--- src/rtl/ir_cap_pkg.sv ---
package ir_cap_pkg;

  // word index of each register (byte address bits 5:2)
  localparam logic [3:0] RI_ENABLE = 4'd0;
  localparam logic [3:0] RI_CONFIG = 4'd1;
  localparam logic [3:0] RI_BUSY   = 4'd2;
  localparam logic [3:0] RI_COUNT  = 4'd3;
  localparam logic [3:0] RI_DATA   = 4'd4;
  localparam logic [3:0] RI_MASK   = 4'd5;
  localparam logic [3:0] RI_STATUS = 4'd6;
  localparam logic [3:0] RI_CLEAR  = 4'd7;
  localparam logic [3:0] RI_START  = 4'd8;

  localparam logic [31:0] CFG_RESET  = 32'h3E80_0080;
  localparam logic [2:0]  MASK_RESET = 3'b111;

  typedef struct packed {
    logic [15:0] maxw;
    logic [1:0]  fmt;
    logic [5:0]  level;
    logic        raw;
    logic [6:0]  presc;
  } cfg_t;

  typedef enum logic [1:0] {M_IDLE, M_LOW, M_HIGH} mstate_e;

  function automatic logic [31:0] entry_pack(logic [15:0] lo, logic [15:0] hi);
    return {hi, lo};
  endfunction

  function automatic logic reached_limit(logic [15:0] lo, logic [15:0] hi,
                                         logic [15:0] mx);
    return ({1'b0, lo} + {1'b0, hi}) >= {1'b0, mx};
  endfunction

  function automatic logic level_met(int unsigned cnt, int unsigned lvl);
    return cnt > lvl;
  endfunction

endpackage

--- src/rtl/ir_line_filter.sv ---
module ir_line_filter #(
  parameter int unsigned FILT_LEN = 3
) (
  input  logic clk,
  input  logic rst_n,
  input  logic line_i,
  output logic fall_o,
  output logic rise_o
);
  logic [1:0]          sync_q;
  logic [FILT_LEN-1:0] hist_q;
  logic                level_q;

  always_ff @(posedge clk or negedge rst_n) begin
    if (!rst_n) begin
      sync_q  <= 2'b11;
      hist_q  <= '1;
      level_q <= 1'b1;
    end else begin
      sync_q <= {sync_q[0], line_i};
      hist_q <= {hist_q[FILT_LEN-2:0], sync_q[1]};
      if (&hist_q)       level_q <= 1'b1;
      else if (~|hist_q) level_q <= 1'b0;
    end
  end

  assign fall_o = level_q && (~|hist_q);
  assign rise_o = !level_q && (&hist_q);

  a_r11_edge_excl: assert property (@(posedge clk) disable iff (!rst_n)
    $onehot0({fall_o, rise_o}));
  a_r11_no_bounce: assert property (@(posedge clk) disable iff (!rst_n)
    fall_o |=> !rise_o);
endmodule

--- src/rtl/ir_width_meter.sv ---
module ir_width_meter
  import ir_cap_pkg::*;
(
  input  logic        clk,
  input  logic        rst_n,
  input  logic        run_i,
  input  logic [6:0]  presc_i,
  input  logic [15:0] maxw_i,
  input  logic        fall_i,
  input  logic        rise_i,
  output logic        push_o,
  output logic        end_o,
  output logic [31:0] entry_o
);
  mstate_e     st_q;
  logic [6:0]  pre_q;
  logic [3:0]  dec_q;
  logic [15:0] low_q, high_q;
  logic        unit_tick;
  logic [15:0] low_inc, high_inc;

  assign unit_tick = (pre_q == presc_i) && (dec_q == 4'd9);
  assign low_inc   = low_q + 16'd1;
  assign high_inc  = high_q + 16'd1;

  always_ff @(posedge clk or negedge rst_n) begin
    if (!rst_n) begin
      st_q    <= M_IDLE;
      pre_q   <= '0;
      dec_q   <= '0;
      low_q   <= '0;
      high_q  <= '0;
      push_o  <= 1'b0;
      end_o   <= 1'b0;
      entry_o <= '0;
    end else begin
      push_o <= 1'b0;
      end_o  <= 1'b0;
      if (!run_i) begin
        st_q  <= M_IDLE;
        pre_q <= '0;
        dec_q <= '0;
      end else begin
        case (st_q)
          M_IDLE: begin
            if (fall_i) begin
              st_q   <= M_LOW;
              low_q  <= '0;
              high_q <= '0;
              pre_q  <= '0;
              dec_q  <= '0;
            end
          end
          M_LOW: begin
            if (rise_i) begin
              st_q  <= M_HIGH;
              pre_q <= '0;
              dec_q <= '0;
            end else if (unit_tick) begin
              pre_q <= '0;
              dec_q <= '0;
              low_q <= low_inc;
              if (reached_limit(low_inc, high_q, maxw_i)) begin
                push_o  <= 1'b1;
                end_o   <= 1'b1;
                entry_o <= entry_pack(low_inc, high_q);
                st_q    <= M_IDLE;
              end
            end else if (pre_q == presc_i) begin
              pre_q <= '0;
              dec_q <= dec_q + 4'd1;
            end else begin
              pre_q <= pre_q + 7'd1;
            end
          end
          M_HIGH: begin
            if (fall_i) begin
              push_o  <= 1'b1;
              entry_o <= entry_pack(low_q, high_q);
              st_q    <= M_LOW;
              low_q   <= '0;
              high_q  <= '0;
              pre_q   <= '0;
              dec_q   <= '0;
            end else if (unit_tick) begin
              pre_q  <= '0;
              dec_q  <= '0;
              high_q <= high_inc;
              if (reached_limit(low_q, high_inc, maxw_i)) begin
                push_o  <= 1'b1;
                end_o   <= 1'b1;
                entry_o <= entry_pack(low_q, high_inc);
                st_q    <= M_IDLE;
              end
            end else if (pre_q == presc_i) begin
              pre_q <= '0;
              dec_q <= dec_q + 4'd1;
            end else begin
              pre_q <= pre_q + 7'd1;
            end
          end
          default: st_q <= M_IDLE;
        endcase
      end
    end
  end

  a_r5_end_is_push: assert property (@(posedge clk) disable iff (!rst_n)
    end_o |-> push_o);
  a_r5_end_at_limit: assert property (@(posedge clk) disable iff (!rst_n)
    end_o |-> (({1'b0, entry_o[15:0]} + {1'b0, entry_o[31:16]}) >= {1'b0, $past(maxw_i)}));
endmodule

--- src/rtl/ir_symbol_fifo.sv ---
module ir_symbol_fifo #(
  parameter int unsigned DEPTH = 16,
  parameter int unsigned WIDTH = 32
) (
  input  logic                         clk,
  input  logic                         rst_n,
  input  logic                         push_i,
  input  logic [WIDTH-1:0]             din_i,
  input  logic                         pop_i,
  output logic [WIDTH-1:0]             dout_o,
  output logic [$clog2(DEPTH+1)-1:0]   count_o,
  output logic                         empty_o,
  output logic                         drop_o
);
  localparam int unsigned PTR_W = $clog2(DEPTH);
  localparam int unsigned CNT_W = $clog2(DEPTH + 1);
  localparam logic [PTR_W-1:0] LAST = PTR_W'(DEPTH - 1);

  logic [WIDTH-1:0] mem_q [DEPTH];
  logic [PTR_W-1:0] wr_q, rd_q;
  logic [CNT_W-1:0] cnt_q;
  logic             full, pop_ok, push_ok;

  assign full    = (cnt_q == CNT_W'(DEPTH));
  assign empty_o = (cnt_q == '0);
  assign pop_ok  = pop_i && !empty_o;
  assign push_ok = push_i && (!full || pop_ok);
  assign drop_o  = push_i && !push_ok;
  assign dout_o  = mem_q[rd_q];
  assign count_o = cnt_q;

  always_ff @(posedge clk) begin
    if (push_ok) mem_q[wr_q] <= din_i;
  end

  always_ff @(posedge clk or negedge rst_n) begin
    if (!rst_n) begin
      wr_q  <= '0;
      rd_q  <= '0;
      cnt_q <= '0;
    end else begin
      if (push_ok) wr_q <= (wr_q == LAST) ? '0 : wr_q + 1'b1;
      if (pop_ok)  rd_q <= (rd_q == LAST) ? '0 : rd_q + 1'b1;
      case ({push_ok, pop_ok})
        2'b10:   cnt_q <= cnt_q + 1'b1;
        2'b01:   cnt_q <= cnt_q - 1'b1;
        default: cnt_q <= cnt_q;
      endcase
    end
  end

  a_r8_count_bound: assert property (@(posedge clk) disable iff (!rst_n)
    cnt_q <= CNT_W'(DEPTH));
  a_r8_drop_keeps: assert property (@(posedge clk) disable iff (!rst_n)
    drop_o |=> cnt_q == $past(cnt_q));
  a_r6_pop_dec: assert property (@(posedge clk) disable iff (!rst_n)
    (pop_i && !empty_o && !push_i) |=> cnt_q == $past(cnt_q) - 1'b1);
endmodule

--- src/rtl/ir_symbol_capture.sv ---
module ir_symbol_capture
  import ir_cap_pkg::*;
#(
  parameter int unsigned FIFO_DEPTH  = 16,
  parameter int unsigned INIT_CYCLES = 16,
  parameter int unsigned FILT_LEN    = 3
) (
  input  logic        clk,
  input  logic        rst_n,
  input  logic        ir_line_i,
  input  logic        reg_wr_i,
  input  logic        reg_rd_i,
  input  logic [5:0]  reg_addr_i,
  input  logic [31:0] reg_wdata_i,
  output logic [31:0] reg_rdata_o,
  output logic        irq_o
);
  localparam int unsigned CNT_W  = $clog2(FIFO_DEPTH + 1);
  localparam int unsigned BUSY_W = $clog2(INIT_CYCLES + 1);

  logic              en_q, run_q;
  logic [BUSY_W-1:0] busy_q;
  logic [31:0]       cfg_q;
  cfg_t              cfg;
  logic [2:0]        mask_q, flags_q;
  logic [3:0]        idx;
  logic              acc_ok, wr_en, wr_cfg, wr_mask, wr_clr, wr_start, rd_pop;
  logic              line_fall, line_rise, cap_run;
  logic              sym_push, sym_end;
  logic [31:0]       sym_entry, fifo_dout;
  logic [CNT_W-1:0]  fifo_cnt;
  logic              fifo_empty, fifo_drop, lvl_hit, busy;

  assign cfg      = cfg_t'(cfg_q);
  assign idx      = reg_addr_i[5:2];
  assign acc_ok   = (reg_addr_i[1:0] == 2'b00);
  assign wr_en    = reg_wr_i && acc_ok && (idx == RI_ENABLE);
  assign wr_cfg   = reg_wr_i && acc_ok && (idx == RI_CONFIG);
  assign wr_mask  = reg_wr_i && acc_ok && (idx == RI_MASK);
  assign wr_clr   = reg_wr_i && acc_ok && (idx == RI_CLEAR);
  assign wr_start = reg_wr_i && acc_ok && (idx == RI_START);
  assign rd_pop   = reg_rd_i && acc_ok && (idx == RI_DATA);
  assign busy     = (busy_q != '0);
  assign cap_run  = run_q && cfg.raw && (cfg.fmt == 2'b00);
  assign lvl_hit  = level_met(int'(fifo_cnt), int'(cfg.level));

  ir_line_filter #(.FILT_LEN(FILT_LEN)) i_filter (
    .clk    (clk),
    .rst_n  (rst_n),
    .line_i (ir_line_i),
    .fall_o (line_fall),
    .rise_o (line_rise)
  );

  ir_width_meter i_meter (
    .clk     (clk),
    .rst_n   (rst_n),
    .run_i   (cap_run),
    .presc_i (cfg.presc),
    .maxw_i  (cfg.maxw),
    .fall_i  (line_fall),
    .rise_i  (line_rise),
    .push_o  (sym_push),
    .end_o   (sym_end),
    .entry_o (sym_entry)
  );

  ir_symbol_fifo #(.DEPTH(FIFO_DEPTH), .WIDTH(32)) i_fifo (
    .clk     (clk),
    .rst_n   (rst_n),
    .push_i  (sym_push),
    .din_i   (sym_entry),
    .pop_i   (rd_pop),
    .dout_o  (fifo_dout),
    .count_o (fifo_cnt),
    .empty_o (fifo_empty),
    .drop_o  (fifo_drop)
  );

  // control registers
  always_ff @(posedge clk or negedge rst_n) begin
    if (!rst_n) begin
      en_q   <= 1'b0;
      run_q  <= 1'b0;
      busy_q <= '0;
      cfg_q  <= CFG_RESET;
      mask_q <= MASK_RESET;
    end else begin
      if (busy) busy_q <= busy_q - 1'b1;
      if (wr_en) begin
        if (!reg_wdata_i[0]) begin
          en_q   <= 1'b0;
          run_q  <= 1'b0;
          busy_q <= '0;
        end else if (!en_q) begin
          en_q   <= 1'b1;
          busy_q <= BUSY_W'(INIT_CYCLES);
        end
      end
      if (wr_start && en_q && !busy) run_q <= 1'b1;
      if (wr_cfg)  cfg_q  <= reg_wdata_i;
      if (wr_mask) mask_q <= reg_wdata_i[10:8];
    end
  end

  // sticky event flags: [0] symbols received, [1] timeout, [2] overflow
  always_ff @(posedge clk or negedge rst_n) begin
    if (!rst_n) begin
      flags_q <= '0;
    end else begin
      for (int i = 0; i < 3; i++) begin
        if (wr_clr && reg_wdata_i[16+i]) flags_q[i] <= 1'b0;
      end
      if (lvl_hit)   flags_q[0] <= 1'b1;
      if (sym_end)   flags_q[1] <= 1'b1;
      if (fifo_drop) flags_q[2] <= 1'b1;
    end
  end

  assign irq_o = |(flags_q & ~mask_q);

  always_comb begin
    reg_rdata_o = '0;
    if (acc_ok) begin
      case (idx)
        RI_ENABLE: reg_rdata_o = {31'd0, en_q};
        RI_CONFIG: reg_rdata_o = cfg_q;
        RI_BUSY:   reg_rdata_o = {31'd0, busy};
        RI_COUNT:  reg_rdata_o = 32'(fifo_cnt);
        RI_DATA:   reg_rdata_o = fifo_empty ? 32'd0 : fifo_dout;
        RI_MASK:   reg_rdata_o = {21'd0, mask_q, 8'd0};
        RI_STATUS: reg_rdata_o = {21'd0, flags_q, 8'd0};
        default:   reg_rdata_o = '0;
      endcase
    end
  end

  a_r2_no_start_busy: assert property (@(posedge clk) disable iff (!rst_n)
    (wr_start && busy && !run_q) |=> !run_q);
  a_r13_disable_stops: assert property (@(posedge clk) disable iff (!rst_n)
    (wr_en && !reg_wdata_i[0]) |=> (!run_q && !en_q));
  a_r9_ovf_clear: assert property (@(posedge clk) disable iff (!rst_n)
    (wr_clr && reg_wdata_i[18] && !fifo_drop) |=> !flags_q[2]);
  a_r8_drop_flags: assert property (@(posedge clk) disable iff (!rst_n)
    fifo_drop |=> flags_q[2]);
  a_r10_irq_source: assert property (@(posedge clk) disable iff (!rst_n)
    irq_o |-> (flags_q != 3'b000));
endmodule

--- config.mk ---
export PLATFORM = sky130hd
export DESIGN_NAME = ir_symbol_capture
export DESIGN_NICKNAME = d
export VERILOG_FILES = /design/src/rtl/ir_cap_pkg.sv /design/src/rtl/ir_line_filter.sv /design/src/rtl/ir_width_meter.sv /design/src/rtl/ir_symbol_fifo.sv /design/src/rtl/ir_symbol_capture.sv
export SDC_FILE = /design/constraint.sdc
export NUM_CORES = 1
export LEC_CHECK = 0
export BUFFER_PORTS_ARGS = -buffer_cell sky130_fd_sc_hd__clkbuf_2
export CORE_MARGIN = 1.5
export CORE_UTILIZATION = 58
export DETAILED_ROUTE_END_ITERATION = 10
export GPL_ROUTABILITY_DRIVEN = 0
export GPL_TIMING_DRIVEN = 0
export PLACE_DENSITY = 0.83
export SLEW_MARGIN = 20
export SYNTH_ARGS = -nofsm -noshare
export SYNTH_HDL_FRONTEND = slang
export SYNTH_HIERARCHICAL = 1
export SYNTH_SLANG_ARGS = --single-unit
--- constraint.sdc ---
create_clock -name clk -period 6.35 [get_ports clk]
set_input_delay 1.27 -clock clk [delete_from_list [all_inputs] [get_ports clk]]
set_output_delay 1.27 -clock clk [all_outputs]
set_load 0.01 [all_outputs]
# Yosys cells after proc, flatten, opt, wreduce, memory -nomap -nowiden
# Memory sizes are Yosys's and may differ from the RTL's.
# Cells that the tools add are included.
[totals]
mem_count = 1
mem_bits_rw = 512
regBits = 143
wordCells = 195
in_bits = 43
[classes]
magnitude_cmp = 3
eq_ne = 32
n_reduce_logical = 52
mux = 72
addsub = 11
bitwise = 2
[memory_table]
columns = ["memory", "depth", "word_bits", "read_ports", "rd_ports_with_merged_regs", "wr", "line_no", "text"]
rows = [
  ["i_fifo.mem_q", 16, 32, 1, 0, 1, "ir_symbol_fifo.sv:19", "logic [WIDTH-1:0] mem_q [DEPTH];"],
]
[ops]
columns = ["op", "n"]
rows = [
  ["32-bit two-way mux", 8],
  ["32-bit one-hot mux with 7 select lines", 1],
  ["16-bit two-way mux", 5],
  ["16-bit one-hot mux with 2 select lines", 2],
  ["32-bit one-hot mux with 2 select lines", 1],
  ["7-bit two-way mux", 6],
  ["16-bit by 16-bit adder with 17-bit output", 2],
  ["17-bit by 16-bit greater-or-equal comparator with 1-bit output", 2],
  ["16-bit by 1-bit adder with 16-bit output, second input constant", 2],
  ["4-bit two-way mux", 8],
  ["1-bit two-way mux", 23],
  ["1-bit logical AND", 21],
  ["7-bit one-hot mux with 3 select lines", 1],
  ["5-bit two-way mux", 4],
  ["4-bit inequality test, second input constant", 5],
  ["4-bit by 3-bit == test with 1-bit output, second input constant", 4],
  ["4-bit == test, second input constant", 4],
  ["2-bit two-way mux", 8],
  ["2-bit nonzero test", 8],
  ["4-bit by 1-bit adder with 4-bit output, second input constant", 3],
  ["4-bit one-hot mux with 3 select lines", 1],
  ["5-bit one-hot mux with 2 select lines", 1],
  ["5-bit AND reduction", 2],
  ["5-bit by 1-bit subtractor with 5-bit output, second input constant", 2],
  ["29 further kinds", 48],
]

# Longest topological paths before layout
# Gate-level depths: netlist of the first run.
[logic_depth]
word_depth = 9
depth_mapped = 24
depth_no_buf = 23

# Modules after synthesis
# Netlist of the first run, hierarchy kept.
[modules_own_cells]
columns = ["mod", "seq_area_each_um2", "area_per_inst_um2", "n_inst", "cells_per_inst"]
rows = [
  ["ir_symbol_fifo", 15700.1, 20498.4, 1, 1060],
  ["ir_width_meter", 1976.9, 6865.3, 1, 777],
  ["ir_symbol_capture", 1138.6, 2581.2, 1, 246],
  ["ir_line_filter", 157.7, 205.2, 1, 13],
]

# Least setup slack after synthesis of the first run
# Ideal clock, no wire load.
[synth_timing]
path_kind = "in2reg"
startpoint = "input reg_addr_i[4]"
endpoint = "memory i_fifo.mem_q[0][0], enable pin"
arrival_ns = 5.304
cell_stages = 8
setup_time_ns = 0.461
slack_ns = 0.584
t_required_ns = 5.889
path_buffers = 2
cell_sequence = "buf_2 nand2b_1 nor4_1 nand3b_1 and2_1 clkbuf_1 nand2_1 nor3_1"
[synth_between]
elab_chain_len = 7
[synth_lines]
columns = ["item", "line_no", "text"]
rows = [
  ["start, declared", "ir_symbol_capture.sv:13", "input logic [5:0] reg_addr_i,"],
  ["4-bit by 3-bit == test with 1-bit output", "ir_symbol_capture.sv:42", "assign rd_pop = reg_rd_i && acc_ok && (idx == RI_DATA);"],
  ["1-bit logical AND", "ir_symbol_capture.sv:42", ""],
  ["net rd_pop", "ir_symbol_capture.sv:27", "logic acc_ok, wr_en, wr_cfg, wr_mask, wr_clr, wr_start, rd_pop;"],
  ["1-bit logical AND", "ir_symbol_fifo.sv:26", "assign pop_ok = pop_i && !empty_o;"],
  ["1-bit logical OR", "ir_symbol_fifo.sv:27", "assign push_ok = push_i && (!full || pop_ok);"],
  ["1-bit logical AND", "ir_symbol_fifo.sv:27", ""],
  ["1-bit two-way mux", "ir_symbol_fifo.sv:33", "if (push_ok) mem_q[wr_q] <= din_i;"],
  ["1-bit two-way mux (implied by the code)", "ir_symbol_fifo.sv:33", ""],
  ["end, declared", "ir_symbol_fifo.sv:19", ""],
]
# The timed path passes the listed nets, and every way through them passes these cells.

# Final worst setup path of the first run
[layout_timing]
startpoint = "register i_meter.high_q[2]"
endpoint = "register i_meter.entry_o[25]"
[layout_between]
elab_chain_len = 5
elab_cells_between_ends = 12
[layout_lines]
columns = ["item", "line_no", "text"]
rows = [
  ["start, declared", "ir_width_meter.sv:18", "logic [15:0] low_q, high_q;"],
  ["start signal, assigned", "ir_width_meter.sv:88", "high_q <= high_inc;"],
  ["16-bit by 1-bit adder with 16-bit output", "ir_width_meter.sv:24", "assign high_inc = high_q + 16'd1;"],
  ["16-bit by 16-bit adder with 17-bit output or 32-bit two-way mux (tied branches)", "ir_cap_pkg.sv:33, ir_width_meter.sv:89", ""],
  ["17-bit by 16-bit greater-or-equal comparator with 1-bit output or 32-bit two-way mux (tied branches)", "ir_cap_pkg.sv:33, ir_width_meter.sv:85", ""],
  ["3-bit by 2-bit inequality test with 1-bit output (no source line) or 32-bit two-way mux (tied branches)", "--", ""],
  ["7-bit AND reduction (no source line) or 32-bit one-hot mux with 2 select lines (tied branches)", "--", ""],
  ["end signal, assigned", "ir_width_meter.sv:66", "entry_o <= entry_pack(low_inc, high_q);"],
  ["end signal, assigned", "ir_width_meter.sv:79", "entry_o <= entry_pack(low_q, high_q);"],
  ["end signal, assigned", "ir_width_meter.sv:92", "entry_o <= entry_pack(low_q, high_inc);"],
  ["end, declared", "ir_width_meter.sv:13", "output logic [31:0] entry_o"],
]
# Parallel ways exist; a longest one is shown, timed or not. The select of a mux whose other input is x is not followed.
# A chain may end at the register's enable or synchronous reset.

==> results.md, run 1 <==
- Rel. slew slack: a little under a third
- Met2 WL: a little under 40000 µm
- Synth-to-Final Area Change: 13.4%
- Largest net degree at the start of global routing: just over 80
- Worst slew pin tran: ~1.0 ns
- Vias in the first global route: ~20k
- Vias per cell: around 6.6
- WL per Instance: about 27 µm
- FF-to-FF End: i_meter/entry_o[25]$_DFFE_PN0P_
- Top sig layer: met5
- Hold EP: i_filter/sync_q[1]$_DFF_PN1_
- Site Rows: 83
- Synthesized area: about 30000 µm²
- Hold_ws: between 0.3 and 0.4 ns
- Worst Setup End Kind: flop
- Slew Viols, Final: 0
- Post-route ant nets: 0
- Clk_lat worst skew: 0.62 ns
- Worst-path clk slew: around 0.06 ns
- Peak supply drop: ~200 µV
- Hpwl dp: roughly 55000 µm
- Total Neg Setup Slack: 0 ns
- PortBufs: 74
- Clock Path Buffers: 3
- Mapped Cells: 2096
- Tcrit/Tclk final: between 90% and 100%
- Startpoint types: flop
- First-pass GRT wire length: approximately 120000 µm
- Core area: between 50000 and 60000 µm²
- Reg2reg path depth: 24
- CTS tree: done
- Post-synth EDFFs: roughly 510
- Synth unique cells: 81
- # hold bufs at CTS: 0
- Hold Crit Start: i_filter/sync_q[0]$_DFF_PN1_
- Max Clk Rate: ~160 MHz
- #FFs+latches synth: around 660
- Clock Root Buffer: clkbuf_16
- Pre-antenna DRT Iters: 6
- Register area: ~19000 µm²
- Final core utilization: 66.6%
- Num CTS Buffers: 67
- Worst EP arrival: about 6.6 ns
- Via count: ~20k
- Routed wire length: between 80000 and 90000 µm
- Post-Place Cells: a little under 3k
- MaxCap Viol Count: 0
- Crit Path Max Fanout: 10
- Power Density: between 200 and 300 nW/µm²
- Initial core utilization: slightly below 60%
- Worst Hold Path Cells: 0
- Hold Crit Class: reg -> reg
- CP required: slightly below 7 ns
- DRC Markers: 0
- WS Path Type: reg -> reg
- Die area: 53400 µm²
- I/O pin count: 76
- Skew final: 0.0304 ns
- Antenna violations before repair: 6
- Unrepaired setup endpoints after global routing: no
- Syn Nets: ~2.2k
- Placed cell area: around 32000 µm²
- CTS H-tree depth: 3
- Average size of a mapped cell: roughly 14 µm²
- Die W: roughly 230 µm
- Final hold vios: 0
- Reg-to-reg setup timing slack: around 0.28 ns
- Final std cells w/o fill: 3007
- Post-Route M1 WL: ~29000 µm
- Post-synth top flop: edfxtp_1
- Filler cells: between 3k and 4k
- Clock net sink count: 655
- Final instance area: around 34000 µm²
- Final net count: 2416
- Final setup vio count: 0
- Multi-input combinational cell area: roughly 11000 µm²
- Reg-to-Reg Start: i_meter/high_q[2]$_DFFE_PN0P_
- Share of layout cells above drive strength 1: roughly a fifth
- Share of synthesized area occupied by flip-flops and latches: approximately 63%
- Die boundary height: 231 µm
- Met3 WL: a little under 9000 µm
- Outcome: complete, no violations
- Final min period: around 6.1 ns
- Leak pwr: between 10 and 15 nW
- Yosys warns: 6
- Grt ovf: 0
- Async SR Flop Fraction: between 20 and 25%
- DR iter-0 viols: approximately 2.5k
- Total GRT Usage: 30.5%
==> worst max path at each step <==
stage                                        from                               to  slack, ns  depth (start not counted)
floorplan                           reg_addr_i[4]     i_fifo/mem_q[0][0]$_DFFE_PP_       0.58                          8
global placement                    reg_addr_i[5]    i_fifo/mem_q[0][25]$_DFFE_PP_      -2.14                          8
detailed placement   i_meter/low_q[2]$_DFFE_PN0P_   i_meter/entry_o[3]$_DFFE_PN0P_      -0.31                         24
CTS                  i_meter/low_q[2]$_DFFE_PN0P_  i_meter/entry_o[25]$_DFFE_PN0P_       0.03                         21
global route        i_meter/high_q[2]$_DFFE_PN0P_  i_meter/entry_o[25]$_DFFE_PN0P_       0.02                         24
finish              i_meter/high_q[2]$_DFFE_PN0P_  i_meter/entry_o[25]$_DFFE_PN0P_       0.28                         24
==> flip-flops by register name, indices dropped and copies added (netlist names) <==
name,flops
i_filter/sync_q,2
i_meter/dec_q,4
i_meter/st_q,2
i_meter/high_q,16
en_q,1
i_meter/low_q,16
i_filter/hist_q,3
busy_q,5
i_fifo/rd_q,4
i_fifo/wr_q,4
i_meter/entry_o,32
flags_q,3
run_q,1
i_meter/pre_q,7
i_fifo/mem_q,512
i_meter/end_o,1
i_meter/push_o,1
i_fifo/count_o,5
cfg,32
mask_q,3
i_filter/level_q,1
==> what timing repair did <==
action,CTS,global route
pin swaps,1,0
buffers inserted,2,1
gates resized for setup,2,7
endpoints found under the setup margin,32,34
==> layout make-up <==
type / count / share of cell area (%)
Clock inverter: 42 / 1.03
Tap cell: 680 / 2.49
Multi-Input combinational cell: 1282 / 31.0
Inverter: 49 / 0.538
Timing Repair Buffer: 109 / 2.69
Antenna cell: 2 / 0.0146
Clock buffer: 79 / 5.13
Sequential cell: 655 / 55.5
Buffer: 109 / 1.59
==> cells in the mapped netlist, types with 37 or more instances <==
library cell	n	area [µm²]
dfrtp_1	127	3180
nand3_1	37	185
nor2_1	113	424
mux4_2	64	1440
xor2_1	45	394
a22oi_1	56	420
xnor2_1	55	482
nand2_1	122	458
a21oi_1	70	350
o21ai_0	139	696
ha_1	97	1210
clkbuf_1	59	221
inv_1	49	184
edfxtp_1	512	15400
mux2i_1	105	1050
mux2_2	67	754
==> power by group <==
part	internal [mW]	leakage [nW]	switching [mW]
sequential	4.64	7.77	0.0848
clock	2.12	1.03	1.66
combinational	0.266	5.26	0.383
==> critical path: stages (launching register included) <==
cell and delay, ns:
dfrtp_1 0.49, and3_1 0.26, and3_1 0.27, and3_1 0.30
and3_1 0.18, clkbuf_1 0.24, nand3_1 0.28, nor2_1 0.20
xnor2_1 0.20, inv_1 0.11, ha_1 0.36, and3_1 0.20
a211oi_1 0.28, o21bai_1 0.14, xor2_1 0.16, ha_1 0.30
nand4_1 0.10, nor4_1 0.07, a2111oi_0 0.46, o311ai_0 0.27
a21oi_2 0.31, a221oi_4 0.11, buf_12 0.19, buf_6 0.15
mux2_1 0.32
==> logic make-up after synthesis <==
family	Yosys count	share of synthesized area, %
AO/OA/AOI/OAI	414	9.01
XOR/XNOR	100	2.90
adder cells (fa/ha/maj)	100	4.22
buffers and inverters	159	2.42
flip-flops	655	62.9
multiplexers	273	12.2
AND/OR/NAND/NOR	395	6.30
==> through the flow <==
step                power, mW  setup slack [ns]
floorplan                5.21             0.584
global placement         5.40             -2.14
detailed placement       5.43            -0.307
CTS                      9.16            0.0256
global route             9.39            0.0186
finish                   9.15             0.282
==> metal layers <==
layer  vias up  global-route usage (%)
li1       8411                       -
met1      9797                    37.3
met2      1265                    49.2
met3       279                    8.51
met4         4                    17.0
met5         -                       0
==> placed cells by master (no fill, tap or decap), types with 19 or more instances in the layout <==
| cell type | synthesis | final |
|---|---|---|
| mux2i_1 | 105 | 105 |
| xnor2_1 | 55 | 54 |
| a221oi_1 | 32 | 32 |
| clkbuf_16 | 0 | 68 |
| mux2_1 | 32 | 32 |
| buf_4 | 12 | 28 |
| edfxtp_1 | 512 | 512 |
| inv_1 | 49 | 49 |
| ha_1 | 97 | 97 |
| clkbuf_1 | 59 | 68 |
| nand3_1 | 37 | 35 |
| nand2_1 | 122 | 122 |
| mux4_2 | 64 | 64 |
| clkinv_1 | 0 | 19 |
| dfrtp_1 | 127 | 127 |
| xor2_1 | 45 | 45 |
| nor2_1 | 113 | 101 |
| mux2_2 | 67 | 67 |
| clkbuf_2 | 0 | 73 |
| a22oi_1 | 56 | 56 |
| o31ai_1 | 22 | 21 |
| o21ai_0 | 139 | 138 |
| buf_2 | 23 | 23 |
| a21oi_1 | 70 | 69 |
Power figures use the tool's default switching activity.
==> run 2: changes to the inputs <==
==> constraint.sdc (replaced) <==
create_clock -name clk -period 6.35 [get_ports clk]
set_input_delay 0.635 -clock clk [delete_from_list [all_inputs] [get_ports clk]]
set_output_delay 0.635 -clock clk [all_outputs]
set_load 0.01 [all_outputs]
==> results.md, run 2 (synthesized netlist as in run 1, its figures left out) <==
- Power Density: about 270 nW/µm²
- Pre-antenna DRT Iters: 8
- Most common cell after layout, fill and taps aside: edfxtp_1
- Unrepaired setup endpoints after global routing: no
- Reg-to-Reg Start: i_meter/high_q[2]$_DFFE_PN0P_
- Sw Ratio: 23.2%
- Num CTS Buffers: 67
- Startpoint types: flop
- Crit Path Max Fanout: 10
- Leak pwr: ~14 nW
- Final core utilization: around 67%
- DRC Markers: 0
- Worst EP arrival: 6.57 ns
- Worst-path clk slew: around 0.06 ns
- Internal power: ~7.0 mW
- I/O pin count: between 70 and 80
- WL per Instance: between 20 and 30 µm
- Worst Hold Path Cells: 1
- FF-to-FF End: i_meter/entry_o[25]$_DFFE_PN0P_
- CP endpoint: i_meter/entry_o[25]$_DFFE_PN0P_
- Worst path depth: 24
- Sw power: 2.13 mW
- Worst Setup End Kind: flop
- Max reg flops: around 510
- Final Total Pwr: between 9 and 10 mW
- Vias per cell: approximately 6.6
- Grt ovf: 0
- Antenna violations before repair: 6
- Initial core utilization: roughly three fifths
- Critical-path cell list: and3_1 -> and3_1 -> and3_1 -> and3_1 -> clkbuf_1 -> nand3_1 -> nor2_1 -> xnor2_1 -> inv_1 -> ha_1 -> and3_1 -> a211oi_1 -> o21bai_1 -> xor2_1 -> ha_1 -> nand4_1 -> nor4_1 -> a2111oi_0 -> o311ai_0 -> a21oi_2 -> a221oi_4 -> buf_12 -> buf_6 -> mux2_1
- Clk_lat worst skew: roughly 0.62 ns
- WS Path Type: reg -> reg
- CTS tree: done
- Largest net degree at the start of global routing: 82
- Final net count: approximately 2.4k
- Top reg by flops: i_fifo/mem_q
- MaxCap Viol Count: 0
- DR iter-0 viols: around 2.5k
- Slowest CP cell: dfrtp_1
- Slew Viols, Final: 0
- Site Rows: 83
- Rel. slew slack: 30.2%
- CP required: about 6.8 ns
- Clock share of power: 41.3%
- Final hold vios: 0
- Reg-to-reg setup timing slack: between 0.2 and 0.3 ns
- Crit-path max cell delay: around 0.51 ns
- Tcrit/Tclk final: between 90% and 100%
- Die W: about 230 µm
- Post-route ant nets: 0
- CP delay by family, top: simple AND/OR/NAND/NOR gates
- Synth-to-Final Area Change: 13.4%
- Flop pwr share: about half
- Clock net sink count: approximately 660
- Skew final: approximately 0.025 ns
- Worst slew pin tran: roughly 1.0 ns
- Reg2reg path depth: 24
- Buffer and inverter count on the worst path: 4
- Hold Crit Class: in -> reg
- Setup ws final: ~0.26 ns
- Most Frequent Cell on Critical Path: and3_1
- Vias in the first global route: around 20k
- Max Clk Rate: roughly 160 MHz
- Total GRT Usage: 30.5%
- Clock Path Buffers: 3
- Routed wire length: roughly 81000 µm
- Hpwl dp: 55100 µm
- Logic pwr share: ~7.1%
- Crit path launch: i_meter/high_q[2]$_DFFE_PN0P_
- Final min period: 6.09 ns
- Via count: approximately 20k
- Die area: 53400 µm²
- PortBufs: 74
- Clock Root Buffer: clkbuf_16
- Most frequent cells in the layout: edfxtp_1 (512), o21ai_0 (138), dfrtp_1 (127)
- Final setup vio count: 0
- Peak supply drop: around 200 µV
- Die boundary height: between 200 and 250 µm
- Share of layout cells above drive strength 1: about a fifth
- Outcome: complete, no violations
- Core area: 51300 µm²
- CTS H-tree depth: 3
- Placement Setup Slack: -0.307 ns
- First-pass GRT wire length: approximately 120000 µm
==> run 2: cell count changes in the layout (fill, tap and decap cells not counted), sizes merged <==
| cell | previous run | this run |
|---|---|---|
| dlygate4sd3 | 0 | 1 |
==> run 2: layer usage <==
metal	up-vias	wire length (µm)	global-route usage, %
met3	275	8930	8.51
met4	4	4660	17.0
met1	9811	28900	37.3
li1	8406	-	-
met2	1261	38500	49.2
met5	-	27	0
==> run 2: through the flow <==
step / cells / instance area [µm²] / TNS, ns / hold slack, ns
4_1_cts: 3006 / 34200 / 0 / 0.0947
6_report: 3008 / 34200 / 0 / 0.116
3_5_place_dp: 2882 / 32000 / -8.70 / 0.348
2_1_floorplan: 2096 / 30200 / 0 / 0.339
5_1_grt: 3006 / 34200 / 0 / 0.0981
3_3_place_gp: 2850 / 31400 / -190.38 / 0.348
==> run 2: worst min-delay path by stage <==
stage / start / end / slack, ns
5_1_grt: ir_line_i / i_filter/sync_q[0]$_DFF_PN1_ / 0.1
2_1_floorplan: rst_n / busy_q[0]$_DFF_PN0_ / 0.34
6_report: ir_line_i / i_filter/sync_q[0]$_DFF_PN1_ / 0.12
3_3_place_gp: i_filter/sync_q[1]$_DFF_PN1_ / i_filter/hist_q[0]$_DFF_PN1_ / 0.35
4_1_cts: ir_line_i / i_filter/sync_q[0]$_DFF_PN1_ / 0.09
3_5_place_dp: i_filter/sync_q[1]$_DFF_PN1_ / i_filter/hist_q[0]$_DFF_PN1_ / 0.35
==> run 2: power by group through the flow <==
stage | Combinational, mW | Clock, mW | Sequential, mW
after floorplan | 0.444 | 0 | 4.76
after global placement | 0.598 | 0 | 4.80
after detailed placement | 0.626 | 0 | 4.80
after CTS | 0.639 | 3.81 | 4.72
after global routing | 0.693 | 3.98 | 4.72
final | 0.650 | 3.78 | 4.72
==> run 2: what timing repair did <==
item / 4_1_cts / 5_1_grt
setup endpoints to repair: 32 / 34
gates resized for setup: 2 / 7
hold buffers: 1 / 0
pin swaps: 1 / 0
setup buffers: 2 / 1
hold endpoints to repair: 7 / 0
==> run 2: layout make-up <==
type / instances / area (µm²)
Multi-Input combinational cell: 1282 / 10600
Fill cell: 3326 / 17100
Inverter: 49 / 184
Sequential cell: 655 / 19000
Antenna cell: 2 / 5.00
Tap cell: 680 / 851
Clock buffer: 79 / 1750
Buffer: 109 / 543
Clock inverter: 42 / 352
Timing Repair Buffer: 110 / 930
